`src/rtl/tsq_pkg.sv`:
```
package tsq_pkg;
  localparam logic [7:0] A_ENGINE = 8'h00;
  localparam logic [7:0] A_STATUS = 8'h0C;
  localparam logic [7:0] A_REPEAT = 8'h10;
  localparam logic [7:0] A_WAIT   = 8'h14;
  localparam logic [7:0] A_TDATA  = 8'h18;
  localparam logic [7:0] A_CMD    = 8'h24;
  localparam int TOUCH_BIT = 2;
  localparam int HALF_W    = 16;

  typedef enum logic [1:0] {PH_IDLE, PH_SETTLE, PH_CONV} phase_t;

  // a repeat count of zero still takes one conversion
  function automatic int unsigned eff_reps(input int unsigned r);
    return (r == 0) ? 1 : r;
  endfunction
endpackage

```
`src/rtl/tsq_cmd_list.sv`:
```
module tsq_cmd_list #(
  parameter int CMD_W = 26,
  parameter int DEPTH = 8,
  localparam int IW = $clog2(DEPTH),
  localparam int CW = $clog2(DEPTH + 1)
) (
  input  logic             clk,
  input  logic             rst_n,
  input  logic             clr,
  input  logic             wr,
  input  logic [CMD_W-1:0] wdata,
  input  logic [IW-1:0]    rd_idx,
  output logic [CMD_W-1:0] entry,
  output logic [CW-1:0]    count,
  output logic             armed
);
  logic [CMD_W-1:0] mem [DEPTH];
  logic             append_ok;

  assign append_ok = wr && !armed && (wdata != '0) && (count < CW'(DEPTH));
  assign entry     = mem[rd_idx];

  always_ff @(posedge clk or negedge rst_n) begin
    if (!rst_n) begin
      count <= '0;
      armed <= 1'b0;
    end else if (clr) begin
      count <= '0;
      armed <= 1'b0;
    end else if (wr && !armed && wdata == '0) begin
      armed <= 1'b1;
    end else if (append_ok) begin
      count <= count + CW'(1);
    end
  end

  always_ff @(posedge clk) begin
    if (append_ok && !clr) mem[count[IW-1:0]] <= wdata;
  end

  assert_list_bound_R3: assert property (@(posedge clk) disable iff (!rst_n)
    count <= CW'(DEPTH));
  assert_clear_R2: assert property (@(posedge clk) disable iff (!rst_n)
    clr |=> (count == '0 && !armed));
endmodule

```
`src/rtl/tsq_pacer.sv`:
```
module tsq_pacer
  import tsq_pkg::*;
#(
  parameter int DEPTH = 8,
  parameter int RES_W = 12,
  parameter int TMR_W = 16,
  localparam int IW = $clog2(DEPTH),
  localparam int CW = $clog2(DEPTH + 1)
) (
  input  logic             clk,
  input  logic             rst_n,
  input  logic             en,
  input  logic             armed,
  input  logic [CW-1:0]    count,
  input  logic             tick,
  input  logic [RES_W-1:0] adc,
  input  logic [TMR_W-1:0] wait_lim,
  input  logic [TMR_W-1:0] rep_lim,
  output logic [IW-1:0]    idx,
  output logic             active,
  output logic             push,
  output logic [RES_W-1:0] push_data,
  output logic             set_done
);
  phase_t          ph;
  logic [TMR_W-1:0] cnt;
  logic            run_ok, conv_last, entry_last;

  assign run_ok     = en && armed && (count != '0);
  assign conv_last  = (32'(cnt) + 1) >= eff_reps(32'(rep_lim));
  assign entry_last = (CW'(idx) + CW'(1)) == count;
  assign active     = (ph != PH_IDLE);
  assign push       = run_ok && (ph == PH_CONV) && tick && conv_last;
  assign push_data  = adc;
  assign set_done   = push && entry_last;

  always_ff @(posedge clk or negedge rst_n) begin
    if (!rst_n) begin
      ph  <= PH_IDLE;
      idx <= '0;
      cnt <= '0;
    end else if (!run_ok) begin
      ph  <= PH_IDLE;
      idx <= '0;
      cnt <= '0;
    end else begin
      case (ph)
        PH_IDLE: begin
          ph  <= PH_SETTLE;
          idx <= '0;
          cnt <= '0;
        end
        PH_SETTLE: begin
          if (cnt >= wait_lim) begin
            ph  <= PH_CONV;
            cnt <= '0;
          end else if (tick) begin
            cnt <= cnt + TMR_W'(1);
          end
        end
        default: begin
          if (tick) begin
            if (conv_last) begin
              cnt <= '0;
              ph  <= PH_SETTLE;
              idx <= entry_last ? '0 : idx + IW'(1);
            end else begin
              cnt <= cnt + TMR_W'(1);
            end
          end
        end
      endcase
    end
  end

  assert_idle_off_R4: assert property (@(posedge clk) disable iff (!rst_n)
    !en |=> !active);
  assert_first_entry_R5: assert property (@(posedge clk) disable iff (!rst_n)
    $rose(active) |-> idx == '0);
endmodule

```
`src/rtl/tsq_result_fifo.sv`:
```
module tsq_result_fifo #(
  parameter int RES_W = 12,
  parameter int DEPTH = 8,   // power of two
  localparam int AW = $clog2(DEPTH),
  localparam int FCW = $clog2(DEPTH + 1)
) (
  input  logic             clk,
  input  logic             rst_n,
  input  logic             push,
  input  logic [RES_W-1:0] pdata,
  input  logic             pop2,
  output logic [RES_W-1:0] head_lo,
  output logic [RES_W-1:0] head_hi,
  output logic [FCW-1:0]   fill
);
  logic [RES_W-1:0] mem [DEPTH];
  logic [AW-1:0]    rptr, wptr;
  logic [FCW-1:0]   npop;
  logic             accept;

  assign accept  = push && (fill < FCW'(DEPTH));
  assign npop    = !pop2 ? '0 : (fill >= FCW'(2)) ? FCW'(2) : fill;
  assign head_lo = (fill >= FCW'(1)) ? mem[rptr] : '0;
  assign head_hi = (fill >= FCW'(2)) ? mem[rptr + AW'(1)] : '0;

  always_ff @(posedge clk or negedge rst_n) begin
    if (!rst_n) begin
      rptr <= '0;
      wptr <= '0;
      fill <= '0;
    end else begin
      rptr <= rptr + AW'(npop);
      if (accept) wptr <= wptr + AW'(1);
      fill <= fill - npop + FCW'(accept);
    end
  end

  always_ff @(posedge clk) begin
    if (accept) mem[wptr] <= pdata;
  end

  assert_fifo_bound_R9: assert property (@(posedge clk) disable iff (!rst_n)
    fill <= FCW'(DEPTH));
  assert_full_drop_R9: assert property (@(posedge clk) disable iff (!rst_n)
    (push && fill == FCW'(DEPTH) && !pop2) |=> fill == FCW'(DEPTH));
  assert_empty_pop_R8: assert property (@(posedge clk) disable iff (!rst_n)
    (pop2 && fill == '0 && !push) |=> fill == '0);
endmodule

```
`src/rtl/touch_cmd_seq.sv`:
```
module touch_cmd_seq
  import tsq_pkg::*;
#(
  parameter int CMD_W      = 26,
  parameter int RES_W      = 12,
  parameter int LIST_DEPTH = 8,
  parameter int FIFO_DEPTH = 8,
  parameter int TMR_W      = 16,
  parameter int ADDR_W     = 8,
  parameter int DATA_W     = 32
) (
  input  logic              clk,
  input  logic              rst_n,
  input  logic              bus_wr,
  input  logic              bus_rd,
  input  logic [ADDR_W-1:0] bus_addr,
  input  logic [DATA_W-1:0] bus_wdata,
  output logic [DATA_W-1:0] bus_rdata,
  input  logic              tick_10us,
  input  logic [RES_W-1:0]  adc_result,
  output logic [CMD_W-1:0]  pin_cmd,
  output logic              touch_irq
);
  localparam int IW  = $clog2(LIST_DEPTH);
  localparam int CW  = $clog2(LIST_DEPTH + 1);
  localparam int FCW = $clog2(FIFO_DEPTH + 1);
  localparam int PAD = HALF_W - RES_W;

  logic              eng_en, status_touch;
  logic [TMR_W-1:0]  wait_lim, rep_lim;
  logic              list_clr, list_wr, armed;
  logic [CMD_W-1:0]  entry;
  logic [CW-1:0]     count;
  logic [IW-1:0]     idx;
  logic              active, push, set_done, fifo_pop;
  logic [RES_W-1:0]  push_data, head_lo, head_hi;
  logic [FCW-1:0]    fill;
  logic [DATA_W-1:0] rd_mux;
  logic [7:0]        addr8;
  logic              unused_bits;

  assign addr8       = 8'(bus_addr);
  assign unused_bits = ^bus_wdata;
  assign list_clr    = bus_rd && addr8 == A_CMD;
  assign list_wr     = bus_wr && addr8 == A_CMD;
  assign fifo_pop    = bus_rd && addr8 == A_TDATA;
  assign pin_cmd     = active ? entry : '0;
  assign touch_irq   = status_touch;

  tsq_cmd_list #(.CMD_W(CMD_W), .DEPTH(LIST_DEPTH)) list_i (
    .clk(clk), .rst_n(rst_n), .clr(list_clr), .wr(list_wr),
    .wdata(bus_wdata[CMD_W-1:0]), .rd_idx(idx), .entry(entry),
    .count(count), .armed(armed));

  tsq_pacer #(.DEPTH(LIST_DEPTH), .RES_W(RES_W), .TMR_W(TMR_W)) pacer_i (
    .clk(clk), .rst_n(rst_n), .en(eng_en), .armed(armed), .count(count),
    .tick(tick_10us), .adc(adc_result), .wait_lim(wait_lim),
    .rep_lim(rep_lim), .idx(idx), .active(active), .push(push),
    .push_data(push_data), .set_done(set_done));

  tsq_result_fifo #(.RES_W(RES_W), .DEPTH(FIFO_DEPTH)) fifo_i (
    .clk(clk), .rst_n(rst_n), .push(push), .pdata(push_data),
    .pop2(fifo_pop), .head_lo(head_lo), .head_hi(head_hi), .fill(fill));

  always_comb begin
    rd_mux = '0;
    case (addr8)
      A_ENGINE: rd_mux[TOUCH_BIT] = eng_en;
      A_STATUS: rd_mux[TOUCH_BIT] = status_touch;
      A_REPEAT: rd_mux = DATA_W'(rep_lim);
      A_WAIT:   rd_mux = DATA_W'(wait_lim);
      A_TDATA:  rd_mux = DATA_W'({{PAD{1'b0}}, head_hi, {PAD{1'b0}}, head_lo});
      default:  rd_mux = '0;
    endcase
  end

  always_ff @(posedge clk or negedge rst_n) begin
    if (!rst_n) begin
      eng_en       <= 1'b0;
      status_touch <= 1'b0;
      wait_lim     <= '0;
      rep_lim      <= '0;
      bus_rdata    <= '0;
    end else begin
      if (bus_rd) bus_rdata <= rd_mux;
      if (bus_wr && addr8 == A_ENGINE) eng_en <= bus_wdata[TOUCH_BIT];
      if (bus_wr && addr8 == A_WAIT)   wait_lim <= bus_wdata[TMR_W-1:0];
      if (bus_wr && addr8 == A_REPEAT) rep_lim  <= bus_wdata[TMR_W-1:0];
      if (set_done)
        status_touch <= 1'b1;
      else if (bus_wr && addr8 == A_STATUS && bus_wdata[TOUCH_BIT])
        status_touch <= 1'b0;
    end
  end

  assert_irq_source_R7: assert property (@(posedge clk) disable iff (!rst_n)
    $rose(touch_irq) |-> $past(set_done));
  assert_empty_read_R8: assert property (@(posedge clk) disable iff (!rst_n)
    (fifo_pop && fill == '0) |=> bus_rdata == '0);
endmodule

```
`config.mk`:
```
export PLATFORM = sky130hd
export DESIGN_NAME = touch_cmd_seq
export DESIGN_NICKNAME = d
export VERILOG_FILES = /design/src/rtl/tsq_pkg.sv /design/src/rtl/tsq_cmd_list.sv /design/src/rtl/tsq_pacer.sv /design/src/rtl/tsq_result_fifo.sv /design/src/rtl/touch_cmd_seq.sv
export SDC_FILE = /design/constraint.sdc
export NUM_CORES = 1
export LEC_CHECK = 0
export ABC_AREA = 1
export BUFFER_PORTS_ARGS = -buffer_cell sky130_fd_sc_hd__buf_4
export CORE_MARGIN = 3
export CORE_UTILIZATION = 30
export DETAILED_ROUTE_END_ITERATION = 8
export HOLD_SLACK_MARGIN = 0.08
export SLEW_MARGIN = 20
export SYNTH_ARGS = -nofsm -noshare
export SYNTH_HDL_FRONTEND = slang
export SYNTH_SLANG_ARGS = --single-unit
```
`constraint.sdc`:
```
create_clock -name clk -period 3.7 [get_ports clk]
set_input_delay 0.555 -clock clk [delete_from_list [all_inputs] [get_ports clk]]
set_output_delay 0.555 -clock clk [all_outputs]
set_load 0.01 [all_outputs]
```
==> key figures <==
Outcome
  – Outcome: complete, no violations

GRT
  – Pin count of the biggest net entering global routing: 58
  – Total GRT Usage: 15.5%
  – GRT Residual Overflow: 0
  – Vias in the first global route: 13802
  – First-pass GRT wire length: 80200 um
  – Initial antenna violation count: 0

Power
  – Total power draw: 10.5 mW
  – PwrDens: 471 mW/mm^2
  – Leakage: 8.50 nW
  – Worst vdd ir: 0.000322 V

Job
  – Max Cap Viol: 0

Worst setup path
  – Setup CP Type: reg2reg
  – Critical path peak fanout: 4
  – Crit path launch type: flip-flop
  – CP arrival: 3910 ps
  – CP endpoint kind: flip-flop
  – Worst endpoint required time: 4160 ps

Placed design
  – Port Buffers: 105
  – Post-Place Cell Area: 0.0206 mm^2
  – Routability cong.: 0.843
  – Dpl ws: 201 ps
  – Post-DP HPWL: 33700 um
  – Inst Count DP: 2719

Floorplanning
  – Die area: 0.0652 mm^2
  – Ports: 116
  – Die width: 255 um
  – Core region area: 0.0609 mm^2
  – FP Rows: 90
  – Initial Util: 30.6%
  – Chip height: 255 um

Routing
  – DR pass1 iterations: 7
  – Routed len/inst: 18.4 um
  – WL final: 51700 um
  – DRT iter0 DRCs: 1250
  – Metal3 WL: 3440 um
  – ANT nets after route: 0
  – DR DRC count: 0
  – Met2 WL: 24700 um
  – Max Used Layer: met4
  – Via count: 13969
  – Met1 wire length: 22400 um
  – Vias/cell: 4.98

Timing
  – Setup WS post-layout: 243 ps
  – Hold Vio Cnt, Final: 0
  – Final setup vio count: 0
  – Setup total negative slack: 0 ps
  – Final Max Tran Viols: 0
  – RSZ-0062 raised after global routing: false
  – Slew @ Worst Pin: 979 ps
  – Fin crit period: 3460 ps
  – Max Freq: 289 MHz
  – Final clock skew: 25.7 ps
  – Final Cycle Share: 93.4%
  – Slew headroom: 34.6%
  – WHS: 214 ps

Layout
  – Share of cells above drive strength 1: 14.0%
  – Area Growth Syn to Fin: 18.9%
  – Multi-input logic area: 0.00617 mm^2
  – Final Util: 36.4%
  – Antenna fix cells: 0
  – Register area: 0.0116 mm^2
  – Filler Cell Count: 5978
  – Final layout net count: 2045
  – Cell Count, Final, Fillers Out: 2803
  – Fin area: 0.0222 mm^2

CTS
  – Clk_lat worst skew: 580 ps
  – CTS Buf Count: 44
  – TritonCTS clock tree: built
  – Clk buf depth: 3
  – H-tree depth: 2
  – CTS Sinks: 402
  – Cell chosen for the clock root: clkbuf_16
  – Clk slew on worst S/H paths: 60 ps

Synth
  – Number of flops mapped to enable cells by yosys: 304
  – Post-synth top area share: 48.9%
  – Synth Instances: 1836
  – Post-synth top area cell: edfxtp_1
  – Seq/Total Area, Yosys: 62.1%
  – Synth unique cells: 49
  – Mean Syn Cell Area: 10.2 um^2
  – Synth async-reset ratio: 24.4%
  – Synth top area cells: edfxtp_1 (49%), dfrtp_1 (13%), o21ai_0 (7.4%)
  – Mapped cell area: 0.0187 mm^2
  – Post-synth top flop: edfxtp_1
  – Synth Register Bits: 402
  – YS warnings: 0

Hold path
  – HP Class: in2reg
-- cell families (layout without fill, tap and decap cells) --
group / count (synthesis) / in the layout / share of synthesized area [%]
AND/OR/NAND/NOR: 649 / 649 / 14.3
AO/OA/AOI/OAI: 473 / 473 / 13.9
flip-flops: 402 / 402 / 62.1
buffers and inverters: 242 / 378 / 5.35
adder cells (fa/ha/maj): 48 / 48 / 3.30
XOR/XNOR: 21 / 21 / 0.986
other: 1 / 4 / 0.0201
-- path summary, 6_finish.rpt --
check                               start           endpoint  slack, ps  cells past startpoint
max                        pacer_i.cnt[0]     fifo_i.fill[2]        240                     23
min                         bus_wdata[18]  list_i.mem[0][18]        210                      1
max reg2reg                pacer_i.cnt[0]     fifo_i.fill[2]        240                     23
min reg2reg                 bus_rdata[20]      bus_rdata[20]        480                      2
max in group asynchronous           rst_n        wait_lim[9]       2220                      3
min in group asynchronous           rst_n      bus_rdata[21]        630                      2
-- sequential cells by signal, summed over array words and instances (netlist names) --
signal and flops:
pacer_i.idx 3, pacer_i.ph 2, fifo_i.mem 96, fifo_i.rptr 3, rep_lim 16, wait_lim 16, list_i.count 4, fifo_i.fill 4
fifo_i.wptr 3, eng_en 1, bus_rdata 28, pacer_i.cnt 16, touch_irq 1, list_i.armed 1, list_i.mem 208
-- per-layer routing --
metal	up-vias	GRT usage (%)
met3	95	2.68
met5	-	0
met2	489	25.8
li1	6599	-
met1	6786	20.8
met4	0	4.21
-- cells in the final DEF, fill, tap and decap left out, types with 36 or more instances in the layout --
cell | synthesis | routed
dfrtp_1 | 98 | 95
buf_4 | 6 | 143
inv_1 | 135 | 134
nand3_1 | 36 | 36
clkbuf_16 | 0 | 44
a21oi_1 | 60 | 60
edfxtp_1 | 304 | 304
o21ai_0 | 276 | 275
ha_1 | 46 | 45
nand2_1 | 213 | 212
nor2_1 | 339 | 330
-- worst max-delay path, stage by stage (launching register included) --
cell	delay (ps)
dfrtp_1	410
ha_2	220
nand2_2	80
nor2_4	150
nand3_1	100
nor2_1	150
nand3_1	130
o21ai_2	170
inv_1	60
ha_1	290
nand2_1	90
inv_1	50
nand2_1	50
nand2_1	40
nand2_1	50
nand2_1	50
nor2_2	90
and2_4	160
nand2_4	80
nand3_4	70
inv_1	70
ha_1	230
fa_1	380
xor2_1	150
-- synthesized netlist by cell type, types with 3 or more instances --
library cell  instances
ha_1                 46
xor2_1               17
a211oi_1              3
nand3_1              36
buf_1                 5
nand2_2               5
a31oi_1              27
inv_1               135
a21oi_1              60
a221oi_1              6
nand2_1             213
dfrtp_1              98
edfxtp_1            304
clkbuf_1             56
o21ai_1              28
inv_2                 5
nor3_1               24
o21ai_0             276
buf_4                 6
nor4_1                3
nor2_1              339
xnor2_1               4
buf_6                 4
buf_2                28
nand4_1              13
o211ai_1             16
o22ai_1              32
o221ai_1             19
-- area by class of cell --
type / instances / share of cell area [%]
flip-flops and latches: 402 / 52.2
inverters: 142 / 2.41
repair buffers: 155 / 5.88
well taps: 828 / 4.67
clock buffers: 52 / 5.14
multi-input cells: 1195 / 27.8
clock inverters: 29 / 1.89
-- power by group --
part           internal (mW)  leakage (nW)  total (mW)  switching (mW)
Sequential              4.90          4.04        4.96          0.0587
Clock                   2.81         0.762        4.72            1.91
Combinational          0.263          3.69       0.782           0.520
Total                   7.98          8.50        10.5            2.48
-- what timing repair did --
item	in CTS	in global routing
endpoints found under the setup margin	0	98
hold endpoints to repair	36	0
setup buffers	0	2
hold buffers	1	0
gates resized for setup	0	6
(Power assumes the default switching activity.)
